`src/rtl/irl_enc_pkg.sv`:
```
package irl_enc_pkg;
  localparam int NLVL = 13;
  localparam int DW   = 16;
  localparam int AW   = 6;
  localparam int LW   = 4;

  localparam logic [AW-1:0] A_MASK = 6'h00;
  localparam logic [AW-1:0] A_PWR  = 6'h30;
  localparam logic [AW-1:0] A_VER  = 6'h32;
  localparam logic [AW-1:0] A_PORT = 6'h36;
  localparam logic [DW-1:0] VER_VALUE = 16'h0010;

  // status bit position owned by each priority level
  function automatic int unsigned lvl_bit(input int unsigned lvl);
    case (lvl)
      0:  return 11;
      1:  return 9;
      2:  return 8;
      3:  return 12;
      4:  return 10;
      5:  return 6;
      6:  return 5;
      7:  return 4;
      8:  return 7;
      9:  return 14;
      10: return 13;
      11: return 0;
      default: return 15;
    endcase
  endfunction
endpackage

```
`src/rtl/irl_src_map.sv`:
```
module irl_src_map
  import irl_enc_pkg::*;
(
  input  logic [NLVL-1:0] src,
  output logic [DW-1:0]   stat
);
  always_comb begin
    stat = '0;
    for (int k = 0; k < NLVL; k++) begin
      stat[lvl_bit(k)] = src[k];
    end
  end
endmodule

```
`src/rtl/irl_prio_pick.sv`:
```
module irl_prio_pick
  import irl_enc_pkg::*;
(
  input  logic [DW-1:0] stat,
  input  logic [DW-1:0] mask,
  output logic [LW-1:0] lvl
);
  logic [NLVL-1:0] qual;

  for (genvar g = 0; g < NLVL; g++) begin : g_qual
    localparam int unsigned BP = lvl_bit(g);
    assign qual[g] = stat[BP] & mask[BP];
  end

  always_comb begin
    lvl = LW'(15);
    for (int k = NLVL - 1; k >= 0; k--) begin
      if (qual[k]) lvl = LW'(k);
    end
  end
endmodule

```
`src/rtl/irl_csr.sv`:
```
module irl_csr
  import irl_enc_pkg::*;
(
  input  logic          clk,
  input  logic          rst_n,
  input  logic          sel,
  input  logic          wr,
  input  logic [AW-1:0] addr,
  input  logic [DW-1:0] wdata,
  output logic [DW-1:0] rdata,
  output logic [DW-1:0] mask_q,
  output logic [DW-1:0] port_q,
  output logic          shut_q
);
  logic wr_acc, mask_en, port_en, shut_d;

  always_comb begin
    wr_acc  = sel & wr;
    mask_en = wr_acc & (addr == A_MASK);
    port_en = wr_acc & (addr == A_PORT);
    shut_d  = wr_acc & (addr == A_PWR) & wdata[0];
  end

  always_ff @(posedge clk or negedge rst_n) begin
    if (!rst_n) begin
      mask_q <= '0;
      port_q <= '0;
      shut_q <= 1'b0;
    end else begin
      if (mask_en) mask_q <= wdata;
      if (port_en) port_q <= wdata;
      shut_q <= shut_d;
    end
  end

  always_comb begin
    rdata = '0;
    if (sel && !wr) begin
      case (addr)
        A_MASK:  rdata = mask_q;
        A_PORT:  rdata = port_q;
        A_VER:   rdata = VER_VALUE;
        default: rdata = '0;
      endcase
    end
  end


  pwr_pulse_chk: assert property (@(posedge clk) disable iff (!rst_n)
    shut_q |-> $past(sel && wr && addr == A_PWR && wdata[0]));

  mask_hold_chk: assert property (@(posedge clk) disable iff (!rst_n)
    (sel && wr && addr != A_MASK) |=> $stable(mask_q));

  port_wr_chk: assert property (@(posedge clk) disable iff (!rst_n)
    (sel && wr && addr == A_PORT) |=> port_q == $past(wdata));
endmodule

```
`src/rtl/irq_level_encoder.sv`:
```
module irq_level_encoder
  import irl_enc_pkg::*;
(
  input  logic            clk,
  input  logic            rst_n,
  input  logic [NLVL-1:0] src_i,
  input  logic            bus_sel,
  input  logic            bus_wr,
  input  logic [AW-1:0]   bus_addr,
  input  logic [DW-1:0]   bus_wdata,
  output logic [DW-1:0]   bus_rdata,
  output logic [LW-1:0]   irl_o,
  output logic [DW-1:0]   port_o,
  output logic            shutdown_o
);
  logic [1:0]    rst_pipe;
  logic          rst_s_n;
  logic [DW-1:0] stat, mask;
  logic [LW-1:0] lvl, irl_d, irl_q;

  always_ff @(posedge clk or negedge rst_n) begin
    if (!rst_n) rst_pipe <= 2'b00;
    else        rst_pipe <= {rst_pipe[0], 1'b1};
  end
  assign rst_s_n = rst_pipe[1];

  irl_src_map u_map (.src(src_i), .stat(stat));
  irl_prio_pick u_pick (.stat(stat), .mask(mask), .lvl(lvl));
  irl_csr u_csr (
    .clk(clk), .rst_n(rst_s_n), .sel(bus_sel), .wr(bus_wr),
    .addr(bus_addr), .wdata(bus_wdata), .rdata(bus_rdata),
    .mask_q(mask), .port_q(port_o), .shut_q(shutdown_o)
  );

  always_comb irl_d = lvl ^ LW'(15);

  always_ff @(posedge clk or negedge rst_s_n) begin
    if (!rst_s_n) irl_q <= '0;
    else          irl_q <= irl_d;
  end
  assign irl_o = irl_q;


  idle_chk: assert property (@(posedge clk) disable iff (!rst_s_n)
    $past(src_i == '0) |-> irl_o == '0);

  lvl_range_chk: assert property (@(posedge clk) disable iff (!rst_s_n)
    (irl_o != '0) |-> ((irl_o ^ LW'(15)) < LW'(NLVL)));

  reset_idle_chk: assert property (@(posedge clk)
    !rst_s_n |-> (irl_o == '0 && !shutdown_o));
endmodule

```
`config.mk`:
```
export PLATFORM = sky130hd
export DESIGN_NAME = irq_level_encoder
export DESIGN_NICKNAME = d
export VERILOG_FILES = /design/src/rtl/irl_enc_pkg.sv /design/src/rtl/irl_src_map.sv /design/src/rtl/irl_prio_pick.sv /design/src/rtl/irl_csr.sv /design/src/rtl/irq_level_encoder.sv
export SDC_FILE = /design/constraint.sdc
export NUM_CORES = 1
export LEC_CHECK = 0
export BUFFER_PORTS_ARGS = -buffer_cell sky130_fd_sc_hd__buf_2
export CORE_MARGIN = 8
export CORE_UTILIZATION = 48
export CTS_CLUSTER_DIAMETER = 80
export CTS_CLUSTER_SIZE = 16
export DETAILED_ROUTE_END_ITERATION = 10
export GPL_ROUTABILITY_DRIVEN = 0
export GPL_TIMING_DRIVEN = 1
export PLACE_DENSITY_LB_ADDON = 0.25
export SYNTH_ARGS = -nofsm -noshare
export SYNTH_HDL_FRONTEND = slang
export SYNTH_SLANG_ARGS = --single-unit
export TNS_END_PERCENT = 30
```
`constraint.sdc`:
```
create_clock -name clk -period 2 [get_ports clk]
set_clock_uncertainty 0.15 [all_clocks]
set_input_delay 0.2 -clock clk [delete_from_list [all_inputs] [get_ports clk]]
set_output_delay 0.2 -clock clk [all_outputs]
set_load 0.01 [all_outputs]
```
==> flow_metrics.tcl <==
set metrics [dict create \
    outcome "finished with violations" \
    violations "negative setup slack" \
    ys_seq_elements 39 \
    grt_use_total_pct 16.4 \
    via_count 1599 \
    yosys-top-cells-count "39 x dfrtp_1, 22 x mux2_2, 17 x a22oi_1, 15 x nor2_1, 14 x nand2_1" \
    drive_gt1_share_pct 59.4 \
    rr_startpoint "u_csr.mask_q[14]" \
    fmax_ghz 0.494 \
    utilization_pct 72.3 \
    regToRegEndpoint "irl_o[1]" \
    hold_viol 0 \
    postSynthCellCount 154 \
    cts_max_level 2 \
    syn_avg_cell_area_um2 12.2 \
    yosysUniqueCellTypes 32 \
    cts.sinks 39 \
    drv_slew 0 \
    cp_top_family "simple AND/OR/NAND/NOR gates" \
    die_h_um 78.5 \
    cp-startpoint "bus_addr[3]" \
    worstSetupPathType "in2out" \
    initial_utilization_pct 50.4 \
    grt_pass1_wl_mm 8.01 \
    cts.clk_slew.worst_paths_ns 0.07 \
    cts_tree "done" \
    yosys.cell_count.top_type "dfrtp_1" \
    period_share_pct 101 \
    max_stage_delay_ns 0.53 \
    antenna_found_initial 0 \
    dpl.cell_count 280 \
    via_per_inst 5.35 \
    cp.required_ns 1.65 \
    ys_top_cells_by_area "dfrtp_1 52%, mux2_2 13%, mux2_4 8.0%" \
    core_region_area_um2 3720 \
    die_w_um 78.5 \
    drv_cap 0 \
    ios 76 \
    path_cells "buf_6 -> or4_4 -> nor3_4 -> buf_6 -> o21ai_4 -> buf_6 -> nor2_1 -> buf_2" \
    syn_nets 193 \
    dieArea_um2 6160 \
    dp_hpwl_mm 3.73 \
    fin_ws_ns -0.0234 \
    path_max_fanout 5 \
    synthToLayoutAreaGrowth_pct 43.3 \
    clockBufferDepth 2 \
    synthFlopType "dfrtp_1" \
    fin_cells 299 \
    routed_wl_mm 5.22 \
    drtIter0Drc 70 \
    port_buffers 75 \
    grt_max_degree 33 \
    synth_edf_count 0 \
    rsz0062_at_grt "yes" \
    async_reset_ff_share_pct 100 \
    wire_per_inst_um 17.5 \
    crit_buf_inv 4 \
    clock-root-buffer "clkbuf_8" \
    cts-buffers-inserted 5 \
    power_density_nw_per_um2 690 \
    synth_area_um2 1870 \
    setup_viol 2 \
    start_kind "input port" \
    grt-ovfl-total 0 \
    critical_path.endpoint "bus_rdata[5]" \
    rows 22 \
    antenna_cells 0 \
    cp_slowest_cell "or4_4" \
    power_leakage_nw 1.40 \
    grt_pass1_vias 1667 \
    path_depth 8 \
    nets 289 \
    synth_area_leader_cell "dfrtp_1" \
    peakVddDrop_v 0.000462 \
    crit_path_frequent_cell "buf_6" \
    crit_path_end_kind "output port" \
    crit_arrival_ns 1.67 \
    reg2reg_depth 4 \
    min_period_ns 2.02 \
    ys_seq_area_share_pct 52.1 \
    regToRegSetupSlack_ns 0.56 \
    yosys_warnings 0 \
    clock_latency_ns 0.29 \
    first_pass_iters 4 \
    drc 0 \
    ant_nets 0 \
    hp-class "in2reg" \
    netlist.area_leader.share_pct 52.1 \
    power_mw 1.85 \
]
how the worst min path moves through the flow:
stage                       from         endpoint  slack [ns]  cells past startpoint
floorplan                  rst_n      rst_pipe[0]       -0.25                      0
CTS                 bus_wdata[3]  u_csr.port_q[3]     0.00002                      2
global placement           rst_n      rst_pipe[0]       -0.16                      1
finish                  src_i[1]         irl_o[1]       0.008                      3
global route        bus_wdata[3]  u_csr.port_q[3]       0.003                      2
detailed placement         rst_n      rst_pipe[1]       -0.16                      1
kinds of logic (layout without fill, tap and decap cells):
group,count (synthesis),in the layout,share of synthesized area [%]
DFF,39,39,52.1
and+or+nand+nor,44,44,12.6
AOI/OAI and AO/OA,31,31,11.9
muxes,32,32,21.2
other,1,1,0.200
buffers and inverters,7,104,2.00
metrics by stage:
step	setup TNS (ns)	area [um^2]	hold WS, ns	setup WS, ns
after detailed placement	-1.08	2360	-0.164	-0.0800
after global routing	-0.197	2690	0.00300	-0.0384
after floorplan	0	1870	-0.246	0.0263
final	-0.0268	2690	0.00820	-0.0234
after CTS	0	2540	0.0000183	0.0323
after global placement	-0.907	2360	-0.163	-0.0650
what timing repair did:
action                                  in CTS  in global routing
gates cloned                                 0                  2
setup buffers                                0                  2
pin swaps                                    0                 13
endpoints found under the hold margin       13                  0
gates resized for setup                      1                 31
endpoints found under the setup margin       8                  9
hold buffers                                 7                  0
where the power goes:
group	internal, mW	leakage (nW)	switching [mW]
Sequential	0.863	0.524	0.0553
Clock	0.371	0.0581	0.281
Combinational	0.151	0.815	0.131
layout make-up:
cell class | instances | area [um^2]
Clock inverter | 3 | 43.8
Fill cell | 277 | 1030
Multi-Input combinational cell | 108 | 931
Timing Repair Buffer | 95 | 602
Clock buffer | 5 | 68.8
Sequential cell | 39 | 976
Tap cell | 48 | 60.1
Inverter | 1 | 3.75
layout by cell type, fill, tap and decap left out, types with 2 or more instances in the layout:
master | Yosys | final
buf_6 | 1 | 9
a22oi_2 | 0 | 5
buf_4 | 0 | 4
a32oi_1 | 2 | 2
mux2_4 | 10 | 10
nand3_1 | 2 | 2
clkbuf_8 | 0 | 5
mux2_2 | 22 | 22
nor2_1 | 15 | 5
a22oi_1 | 17 | 12
and3_1 | 3 | 3
dlygate4sd3_1 | 0 | 7
buf_2 | 3 | 73
nor2_2 | 0 | 9
nand2_1 | 14 | 14
dfrtp_1 | 39 | 39
o21ai_0 | 4 | 4
sequential cells by signal, indices dropped and copies added, names as in the netlist:
| signal | cells |
|---|---|
| u_csr.shut_q | 1 |
| u_csr.mask_q | 16 |
| rst_pipe | 2 |
| u_csr.port_q | 16 |
| irl_o | 4 |
tightest hold or removal path: cells and delay by family:
family | cells | cell delay, ns
buffers and inverters | 1 | 0.08
AOI/OAI and AO/OA | 1 | 0.07
and+or+nand+nor | 1 | 0.06
per-layer routing:
layer / vias up / wire [um] / track usage, % / share of wire (%)
met5: - / 0 / 0 / 0
met4: 0 / 37 / 5.37 / 0.71
met3: 4 / 345 / 5.47 / 6.6
met2: 63 / 2590 / 26.5 / 50
met1: 774 / 2250 / 20.0 / 43
li1: 758 / - / - / -
(Power assumes the default switching activity.)
